## src/rtl/kef_pkg.sv

```systemverilog
package kef_pkg;
    // Number of bits taken by the two modifier levels at the top of a keycode.
    localparam int MOD_BITS = 2;

    // Packs a key position and modifier levels into one keycode (R2 layout).
    function automatic logic [7:0] pack_code8(input logic ctrl, input logic shift,
                                              input logic [2:0] row, input logic [2:0] col);
        return {ctrl, shift, row, col};
    endfunction
endpackage

```

## src/rtl/kef_keycode_former.sv

```systemverilog
// Keycode former.
// Packs control, shift, row and column into one keycode with the modifiers on top.
// Assumes: the inputs are steady in the cycle of the press strobe. Purely combinational.
module kef_keycode_former #(
    parameter int ROW_W  = 3,
    parameter int COL_W  = 3,
    localparam int CODE_W = kef_pkg::MOD_BITS + ROW_W + COL_W
) (
    input  logic              ctrl_i,
    input  logic              shift_i,
    input  logic [ROW_W-1:0]  row_i,
    input  logic [COL_W-1:0]  col_i,
    output logic [CODE_W-1:0] code_o
);
    // Field concatenation, MSB to LSB: control, shift, row, column.
    always_comb begin
        code_o = {ctrl_i, shift_i, row_i, col_i};
    end
endmodule

```

## src/rtl/kef_ring_store.sv

```systemverilog
// Ring-buffer storage for keycodes.
// One register per entry, written through a one-hot select made by a generate loop.
// Assumes: the caller never asserts push_i when the store is full unless pop_i is also set.
// The head entry is presented combinationally on head_o.
module kef_ring_store #(
    parameter int DEPTH  = 8,
    parameter int WIDTH  = 8,
    localparam int PTR_W = (DEPTH > 1) ? $clog2(DEPTH) : 1,
    localparam int CNT_W = $clog2(DEPTH + 1)
) (
    input  logic             clk,
    input  logic             rst_n,
    input  logic             push_i,
    input  logic [WIDTH-1:0] data_i,
    input  logic             pop_i,
    output logic [WIDTH-1:0] head_o,
    output logic [CNT_W-1:0] count_o,
    output logic             full_o,
    output logic             empty_o
);
    localparam logic [PTR_W-1:0] LAST_IDX = PTR_W'(DEPTH - 1);
    localparam logic [CNT_W-1:0] FULL_CNT = CNT_W'(DEPTH);

    logic [WIDTH-1:0] entry_q [DEPTH];
    logic [PTR_W-1:0] wr_ptr_q, rd_ptr_q;
    logic [CNT_W-1:0] count_q;

    // Wraps a pointer at the configured depth, which need not be a power of two.
    function automatic logic [PTR_W-1:0] next_ptr(input logic [PTR_W-1:0] p);
        return (p == LAST_IDX) ? '0 : p + 1'b1;
    endfunction

    // Per-entry write: only the entry addressed by the write pointer takes new data.
    for (genvar gi = 0; gi < DEPTH; gi++) begin : g_entry
        always_ff @(posedge clk) begin
            if (!rst_n)
                entry_q[gi] <= '0;
            else if (push_i && (wr_ptr_q == PTR_W'(gi)))
                entry_q[gi] <= data_i;
        end
    end

    // Write pointer advances on every accepted push.
    always_ff @(posedge clk) begin
        if (!rst_n)
            wr_ptr_q <= '0;
        else if (push_i)
            wr_ptr_q <= next_ptr(wr_ptr_q);
    end

    // Read pointer advances on every pop.
    always_ff @(posedge clk) begin
        if (!rst_n)
            rd_ptr_q <= '0;
        else if (pop_i)
            rd_ptr_q <= next_ptr(rd_ptr_q);
    end

    // Occupancy follows pushes and pops; a simultaneous pair leaves it unchanged.
    always_ff @(posedge clk) begin
        if (!rst_n)
            count_q <= '0;
        else if (push_i && !pop_i)
            count_q <= count_q + 1'b1;
        else if (pop_i && !push_i)
            count_q <= count_q - 1'b1;
    end

    // Flags and head output.
    always_comb begin
        head_o  = entry_q[rd_ptr_q];
        count_o = count_q;
        full_o  = (count_q == FULL_CNT);
        empty_o = (count_q == '0);
    end
endmodule

```

## src/rtl/kef_overrun_flag.sv

```systemverilog
// Sticky overrun flag.
// It is set by a discarded press and cleared by a status read. When both happen in
// one cycle, the set wins so that the new loss is not hidden.
module kef_overrun_flag (
    input  logic clk,
    input  logic rst_n,
    input  logic set_i,
    input  logic clr_i,
    output logic flag_o
);
    logic flag_q;

    // Set has priority over clear.
    always_ff @(posedge clk) begin
        if (!rst_n)
            flag_q <= 1'b0;
        else if (set_i)
            flag_q <= 1'b1;
        else if (clr_i)
            flag_q <= 1'b0;
    end

    assign flag_o = flag_q;
endmodule

```

## src/rtl/kef_cpu_port.sv

```systemverilog
// CPU read port.
// Registers either the head keycode or the status byte onto the read bus.
// Assumes: the caller has already worked out whether a data read pops an entry.
// A data read of an empty queue puts zero on the bus.
module kef_cpu_port #(
    parameter int DATA_W = 8,
    parameter int CNT_W  = 4
) (
    input  logic              clk,
    input  logic              rst_n,
    input  logic              rd_data_i,
    input  logic              rd_stat_i,
    input  logic              empty_i,
    input  logic [DATA_W-1:0] head_i,
    input  logic              ovr_i,
    input  logic [CNT_W-1:0]  count_i,
    output logic [DATA_W-1:0] dout_o
);
    logic [DATA_W-1:0] stat_byte;
    logic [DATA_W-1:0] dout_q;

    // Status layout: overrun at the top bit, occupancy in the low bits, zeros between.
    always_comb begin
        stat_byte = '0;
        stat_byte[DATA_W-1] = ovr_i;
        stat_byte[CNT_W-1:0] = count_i;
    end

    // Read bus register; it holds its value between reads.
    always_ff @(posedge clk) begin
        if (!rst_n)
            dout_q <= '0;
        else if (rd_stat_i)
            dout_q <= stat_byte;
        else if (rd_data_i)
            dout_q <= empty_i ? '0 : head_i;
    end

    assign dout_o = dout_q;
endmodule

```

## src/rtl/key_event_fifo.sv

```systemverilog
// Keycode event queue with interrupt (top).
// Packs key presses into keycodes and queues them. It raises irq while the queue is
// non-empty and serves CPU reads of data or status.
// Assumes: key_strobe and cpu_rd are one-cycle pulses synchronous to clk.
module key_event_fifo #(
    parameter int DEPTH  = 8,
    parameter int ROW_W  = 3,
    parameter int COL_W  = 3,
    localparam int CODE_W = kef_pkg::MOD_BITS + ROW_W + COL_W,
    localparam int CNT_W  = $clog2(DEPTH + 1)
) (
    input  logic              clk,
    input  logic              rst_n,
    input  logic              key_strobe,
    input  logic [ROW_W-1:0]  key_row,
    input  logic [COL_W-1:0]  key_col,
    input  logic              shift_lvl,
    input  logic              ctrl_lvl,
    input  logic              cpu_rd,
    input  logic              cpu_sel,
    output logic [CODE_W-1:0] cpu_dout,
    output logic              irq
);
    logic [CODE_W-1:0] new_code;
    logic [CODE_W-1:0] head_code;
    logic [CNT_W-1:0]  occ;
    logic              is_full, is_empty;
    logic              rd_data, rd_stat, do_pop, do_push, drop_evt;
    logic              ovr_flag;

    // Decode the CPU access and the queue moves it causes in this cycle.
    always_comb begin
        rd_data  = cpu_rd && !cpu_sel;
        rd_stat  = cpu_rd && cpu_sel;
        do_pop   = rd_data && !is_empty;
        do_push  = key_strobe && (!is_full || do_pop);
        drop_evt = key_strobe && is_full && !do_pop;
    end

    kef_keycode_former #(.ROW_W(ROW_W), .COL_W(COL_W)) u_former (
        .ctrl_i  (ctrl_lvl),
        .shift_i (shift_lvl),
        .row_i   (key_row),
        .col_i   (key_col),
        .code_o  (new_code)
    );

    kef_ring_store #(.DEPTH(DEPTH), .WIDTH(CODE_W)) u_store (
        .clk     (clk),
        .rst_n   (rst_n),
        .push_i  (do_push),
        .data_i  (new_code),
        .pop_i   (do_pop),
        .head_o  (head_code),
        .count_o (occ),
        .full_o  (is_full),
        .empty_o (is_empty)
    );

    kef_overrun_flag u_ovr (
        .clk    (clk),
        .rst_n  (rst_n),
        .set_i  (drop_evt),
        .clr_i  (rd_stat),
        .flag_o (ovr_flag)
    );

    kef_cpu_port #(.DATA_W(CODE_W), .CNT_W(CNT_W)) u_port (
        .clk       (clk),
        .rst_n     (rst_n),
        .rd_data_i (rd_data),
        .rd_stat_i (rd_stat),
        .empty_i   (is_empty),
        .head_i    (head_code),
        .ovr_i     (ovr_flag),
        .count_i   (occ),
        .dout_o    (cpu_dout)
    );

    // The interrupt request follows the registered occupancy.
    always_comb begin
        irq = !is_empty;
    end
endmodule

```

## config.mk

```make
export PLATFORM = sky130hd
export DESIGN_NAME = key_event_fifo
export DESIGN_NICKNAME = d
export VERILOG_FILES = /design/src/rtl/kef_pkg.sv /design/src/rtl/kef_keycode_former.sv /design/src/rtl/kef_ring_store.sv /design/src/rtl/kef_overrun_flag.sv /design/src/rtl/kef_cpu_port.sv /design/src/rtl/key_event_fifo.sv
export SDC_FILE = /design/constraint.sdc
export NUM_CORES = 1
export LEC_CHECK = 0
export ABC_CLOCK_PERIOD_IN_PS = 7500
export BUFFER_PORTS_ARGS = -buffer_cell sky130_fd_sc_hd__clkbuf_2
export CORE_UTILIZATION = 30
export CTS_CLUSTER_DIAMETER = 100
export CTS_CLUSTER_SIZE = 24
export DETAILED_ROUTE_END_ITERATION = 12
export SLEW_MARGIN = 40
export SYNTH_ARGS = -nofsm -noshare
export SYNTH_HDL_FRONTEND = slang
export SYNTH_HIERARCHICAL = 1
export SYNTH_SLANG_ARGS = --single-unit
export TNS_END_PERCENT = 1
```

## constraint.sdc

```tcl
create_clock -name clk -period 7.5 [get_ports clk]
set_input_delay 0.375 -clock clk [delete_from_list [all_inputs] [get_ports clk]]
set_output_delay 0.375 -clock clk [all_outputs]
set_load 0.01 [all_outputs]
```

Word-level counts from Yosys, hierarchy flattened
Memory sizes are Yosys's and may differ from the RTL's. A register that Yosys moved wholly into a read port is not among the register bits.
Cells that the tools add are included.
Cells by class
  multiply operators: 0
  muxes and demuxes: 44
  bitwise logic cells: 9
  shift operators: 0
  div/mod/pow operators: 0
  $add $sub $neg: 4
  magnitude comparators: 0
  equal/unequal tests: 9
  reduce and logical (&&, ||, !) cells: 28
Operator list (number)
  $mux 8: 11
  $mux 1: 27
  $logic_and 1x1->1: 16
  $eq 3x3->1 const B: 5
  $mux 3: 4
  $mux 4: 2
  $or 1x1->1: 8
  $add 3x1->3 const B: 2
  $eq 3x2->1 const B: 2
  $reduce_bool 2->1: 3
  $logic_not 1->1: 5
  $add 4x1->4 const B: 1
  $eq 4x4->1 const B: 1
  $logic_not 4->1: 1
  $sub 4x1->4 const B: 1
  $eq 3x1->1 const B: 1
  $logic_not 3->1: 1
  $reduce_or 2->1: 1
  $logic_or 1x1->1: 1
  $not 1->1: 1
Storage, ports and cells
  bits in writable memories: 64
  logic and storage cells: 101
  memories: 1
  ROM bits: 0
  latch bits: 0
  input bits: 13
  output and inout port bits: 9
  register bits after elaboration: 19
Memories
  u_store.entry_q: words 8, bits a word 8, read ports 1, clocked after Yosys merged registers in 1, wr ports 8, line kef_ring_store.sv:24  | logic [WIDTH-1:0] entry_q [DEPTH];

Depth between registers and ports, before layout
  depth in word-level cells: 10
  gate-level depth with buffers: 11
  depth with buffers taken out: 11

Cells and area by module
The synthesis kept the hierarchy.
Modules (own cells, without submodules)
  kef_ring_store: times used 1, area an instance 3657.3 um2, cells each 248
  kef_cpu_port: times used 1, area an instance 409.1 um2, cells each 40
  kef_keycode_former: times used 1, area an instance 60.1 um2, cells each 8
  key_event_fifo: times used 1, area an instance 46.3 um2, cells each 7
  kef_overrun_flag: times used 1, area an instance 41.3 um2, cells each 3

Least setup slack after synthesis
OpenSTA, ideal clock, no wires.
  path type: reg2reg
  start point: reg u_store.count_q[0], in the netlist u_store/count_o[0]
  end point: reg u_store.count_q[3], in the netlist u_store/count_o[3]
  arrival: 2523 ps
  clock period less this slack: 2594 ps
  setup slack: 4906 ps
  stages on the path, launching flop included: 12
  library setup time: 72 ps
  cells stage by stage: dfxtp_1 -> nor4_1 -> or3b_1 -> inv_1 -> inv_1 -> ha_1 -> inv_1 -> ha_1 -> a21oi_1 -> a211oi_1 -> a31oi_1 -> mux2i_1
Between the ends
  cells in the longest elaborated chain, start to end: 8
  elaborated cells on any way between the ends: 16
  those cells by class: add/sub (2); eq/ne (1); mux (2); reduce/logical (11)
Ends and longest elaborated chain
  start: declaration: line kef_ring_store.sv:26  | logic [CNT_W-1:0] count_q;
  start signal: assignment: line kef_ring_store.sv:64  | count_q <= count_q + 1'b1;
  start signal: assignment: line kef_ring_store.sv:66  | count_q <= count_q - 1'b1;
  $logic_not 4->1 *: line kef_ring_store.sv:74  | empty_o = (count_q == '0);
  named net is_empty: line key_event_fifo.sv:27  | logic is_full, is_empty;
  $logic_not 1->1 *: line key_event_fifo.sv:35  | do_pop = rd_data && !is_empty;
  $logic_and 1x1->1 *: line key_event_fifo.sv:35
  named net do_pop: line key_event_fifo.sv:28  | logic rd_data, rd_stat, do_pop, do_push, drop_evt;
  $logic_or 1x1->1: line key_event_fifo.sv:36  | do_push = key_strobe && (!is_full || do_pop);
  $logic_and 1x1->1: line key_event_fifo.sv:36
  $logic_not 1->1: line kef_ring_store.sv:65  | else if (pop_i && !push_i)
  $logic_and 1x1->1: line kef_ring_store.sv:65
  $reduce_bool 2->1 (no line)
Mark *: on every way through the listed nets, which the timed path passes. The rest lies on a longest branch. The select of a mux whose other input is x is not followed.
A chain may end at the register's enable or synchronous reset.

Worst setup path after layout
  start point: reg u_store.count_q[0], in the netlist u_store/count_o[0]
  end point: reg u_store.count_q[3], in the netlist u_store/count_o[3]
Between the ends
  cells in the longest elaborated chain, start to end: 8
  elaborated cells on any way between the ends: 16
  those cells by class: add/sub (2); eq/ne (1); mux (2); reduce/logical (11)
Ends and longest elaborated chain (line)
  $logic_not 4->1 *: kef_ring_store.sv:74
  named net is_empty: key_event_fifo.sv:27
  $logic_not 1->1 *: key_event_fifo.sv:35
  $logic_and 1x1->1 *: key_event_fifo.sv:35
  $logic_or 1x1->1 *: key_event_fifo.sv:36
  $logic_and 1x1->1 *: key_event_fifo.sv:36
  named net do_push: key_event_fifo.sv:28
  $logic_not 1->1: kef_ring_store.sv:65
  $logic_and 1x1->1: kef_ring_store.sv:65
  $reduce_bool 2->1 (no line)
Marks and branches as above.

==> results.txt <==
- The first global-routing pass estimated 13.1 mm of wire.
* CTS tree: yes
- The number of hold buffers added after CTS was 0.
* Antenna violation net count after detailed routing: 0
- Max frequency: ~0.32 GHz
* Sequential area share after synthesis: 0.561
- By count the netlist is led by 67 x sky130_fd_sc_hd__and2_1, 64 x sky130_fd_sc_hd__edfxtp_1, 22 x sky130_fd_sc_hd__dfxtp_1.
- Yosys warns: 6
- Detailed placement HPWL: roughly 5.6 mm
- The number of global-route vias before repair was 2,314.
* Core box area: approximately 13,000 µm²
- In the post-synthesis netlist, the cell with the most instances is sky130_fd_sc_hd__and2_1.
* Residual DRC: 0
* Clock Latency Late Sink: approximately 0.34 ns
* Class of the worst hold path: in2reg
* Average wire per standard cell: roughly 16 µm
* Worst Path Required: 7.76 ns
* Footprint of the flip-flops and latches: 2360 µm²
- Max-cap violations in this run came to 0.
- Maximum number of pins on one net before global-route repair: 34
- Once the clock tree was built, the setup fixing pass inserted 0 buffers.
* Number of synthesized register bits: 86
* Hold Worst Slack: just over 0.4 ns
* Net count after synthesis: around 330
* Top cells by area, synth: sky130_fd_sc_hd__edfxtp_1 46%, sky130_fd_sc_hd__dfxtp_1 10%, sky130_fd_sc_hd__and2_1 9.9%
* Port-buffer cells: 21
* Total iterations of the first detailed-routing run: 4
* Starting utilization of the core area: 0.313
- Layout Area Growth over Synthesis: 11.5%
* Areal power density over the cells: 270 nW/µm²
- The filler cells instantiated in the layout total 1,346.
* Share of flip-flops with an asynchronous set or reset after synthesis: 0
- Headroom to the max-slew limit came out at 0.479.
- Total leakage power: around 1.9 nW
- In this run the cell area of the synthesized design comes to 4210 µm².
* Number of distinct library cells after synthesis: 44
- Type of origin of the critical path: flop
* Outcome: complete, no violations
- In the final timing run, aggregate negative setup slack is 0 ns.
- Cell type contributing the most total cell area after synthesis: sky130_fd_sc_hd__edfxtp_1
- Clock skew after layout: 0.00772 ns
- Post-route core utilization: 0.349
* Cts bufs inserted: 9
- Of the available clock period, the critical path in the final layout requires 0.421.
* Cell at the root of the clock tree: sky130_fd_sc_hd__clkbuf_16
- CP max FO: 11
- Met1 GRT Util: 0.161
* Predominant post-synthesis flop cell: sky130_fd_sc_hd__edfxtp_1
- Data arrives at the worst endpoint at 3.42 ns.
- Gr busiest metal: met2
- The final route contains 2,325 vias.
- After detailed routing, the number of vias per cell comes to 4.65.
- Number of cell rows: 42
- The final hold violation count is 0.
- Measured slew at the worst slew-check pin: 0.780 ns
- Full die area: about 15,000 µm²
- The routed design has 8.19 mm of wire.
* Slew Limit Fails: 0
* Clock-pin transition on the worst setup and hold timing paths: 0.06 ns
* Maximum clock insertion buffer count: 2
- Total inserted antenna cells: 0
- Yosys top cell area share: 0.456
* Unrepaired setup endpoints after global routing: no
- Placed inst area: ~4400 µm²
- Setup violations remaining at the end of the flow were counted as 0.
* Global router's overall resource usage: 0.124
- After technology mapping, the gate count stands at just over 300.
- In this run, the number of DRC markers left after iteration 0 of detailed routing was 107.
* Layout Cell Area excl Fill: about 4700 µm²
- DIE WIDTH: 121 µm
* Final net count: 344
- For this run, global-route usage on met3 was measured as 0.0358.
* Count of flip-flops with a built-in enable after synthesis: 64
* Met2 routing resource usage after global routing: 0.200
- Class of the most critical setup path: reg2reg
* Min Tclk post-route: 3.16 ns
- Summing all multi-input logic gate instances after layout gives roughly 1700 µm².
* Die outline height: 121 µm
* Antenna violations before repair: 1
- Global placer's final weighted congestion: 0.799
- Of the cells placed in the final design, the portion with a size suffix greater than 1 is 0.167.
- Endpoint type of the worst setup path: flop
* Number of H-tree levels: 3
* Worst vdd rail ir drop: around 0.000097 V
* Post-CTS sizing: 0
- Total grt overflow: 0
* Syn Area/Cell: 13.8 µm²
* Clock Sinks: between 80 and 90
* I/O pin cnt: 22
layout by cell type (no fill, tap or decap), types with 2 or more instances in the layout:
cell type                   instances
sky130_fd_sc_hd__inv_1              7
sky130_fd_sc_hd__xnor2_1            3
sky130_fd_sc_hd__nand3b_1           3
sky130_fd_sc_hd__mux2_2             8
sky130_fd_sc_hd__nor2b_1            9
sky130_fd_sc_hd__clkinv_2           2
sky130_fd_sc_hd__edfxtp_1          64
sky130_fd_sc_hd__mux4_1            15
sky130_fd_sc_hd__and3_1             9
sky130_fd_sc_hd__dfxtp_1           21
sky130_fd_sc_hd__and3b_1            5
sky130_fd_sc_hd__or2b_2             4
sky130_fd_sc_hd__and2_1            67
sky130_fd_sc_hd__mux2i_1            5
sky130_fd_sc_hd__a21oi_1            5
sky130_fd_sc_hd__clkbuf_16          9
sky130_fd_sc_hd__clkinv_1           2
sky130_fd_sc_hd__o311a_1            5
sky130_fd_sc_hd__nand2b_1           5
sky130_fd_sc_hd__ha_1              11
sky130_fd_sc_hd__nand2_1           19
sky130_fd_sc_hd__clkbuf_2          21
sky130_fd_sc_hd__nor2_1             2
kinds of logic after synthesis:
| kind of cell | after synthesis | synth area share |
|---|---|---|
| and+or+nand+nor | 134 | 0.197 |
| DFF | 86 | 0.561 |
| muxes | 29 | 0.132 |
| buffers and inverters | 26 | 0.0383 |
| AOI/OAI and AO/OA | 16 | 0.0282 |
| adders and majority gates | 12 | 0.0374 |
| xor gates and xnor gates | 3 | 0.00624 |
where the power goes:
group	internal (W)	total [W]	switching, W
sequential	0.000565	0.000604	0.0000394
combinational	0.000119	0.000236	0.000118
clock	0.000255	0.000430	0.000174
state kept, by name (all words and copies together) (netlist names), named ones only:
| register | flops |
|---|---|
| u_store/rd_ptr_q | 3 |
| u_store/entry_q | 64 |
| u_ovr/flag_o | 1 |
| u_store/wr_ptr_q | 3 |
| u_store/count_o | 4 |
| u_port/dout_o | 8 |
final timing paths:
| path | cells after the start | slack [ns] | start | end |
|---|---|---|---|---|
| worst max register to register | 10 | 4.34 | u_store/count_o[0] | u_store/count_o[3] |
| worst min register to register | 2 | 0.48 | u_port/dout_o[4] | u_port/dout_o[4] |
| worst max-delay path | 10 | 4.34 | u_store/count_o[0] | u_store/count_o[3] |
| worst min-delay path | 3 | 0.40 | key_strobe | u_ovr/flag_o |
final cells by class:
| type | count | area share |
|---|---|---|
| Clock inverter | 7 | 0.0136 |
| Multi-Input combinational cell | 194 | 0.361 |
| Timing Repair Buffer | 21 | 0.0224 |
| Sequential cell | 86 | 0.503 |
| Tap cell | 176 | 0.0468 |
| Inverter | 7 | 0.00559 |
| Clock buffer | 9 | 0.0479 |
stage by stage:
step                instances  setup slack, ns  total power (W)
floorplan                 306             4.91         0.000787
global placement          484             4.42         0.000841
detailed placement        484             4.39         0.000852
CTS                       500             4.33          0.00129
global route              500             4.09          0.00134
finish                    500             4.34          0.00127
layer usage:
layer / wire [µm] / vias up
met5: 0 / -
met4: 93 / 0
met3: 434 / 9
met2: 4000 / 58
met1: 3670 / 1127
li1: - / 1131
critical path: stages (launching register included):
cell                       delay [ns]
sky130_fd_sc_hd__dfxtp_1         0.47
sky130_fd_sc_hd__nor4_2          0.15
sky130_fd_sc_hd__or3b_1          0.41
sky130_fd_sc_hd__a21boi_1        0.65
sky130_fd_sc_hd__ha_1            0.28
sky130_fd_sc_hd__inv_1           0.09
sky130_fd_sc_hd__ha_1            0.33
sky130_fd_sc_hd__a21oi_1         0.21
sky130_fd_sc_hd__a211oi_1        0.10
sky130_fd_sc_hd__a31oi_1         0.18
sky130_fd_sc_hd__mux2i_1         0.20
No activity file was read; power rests on OpenSTA's default activity.
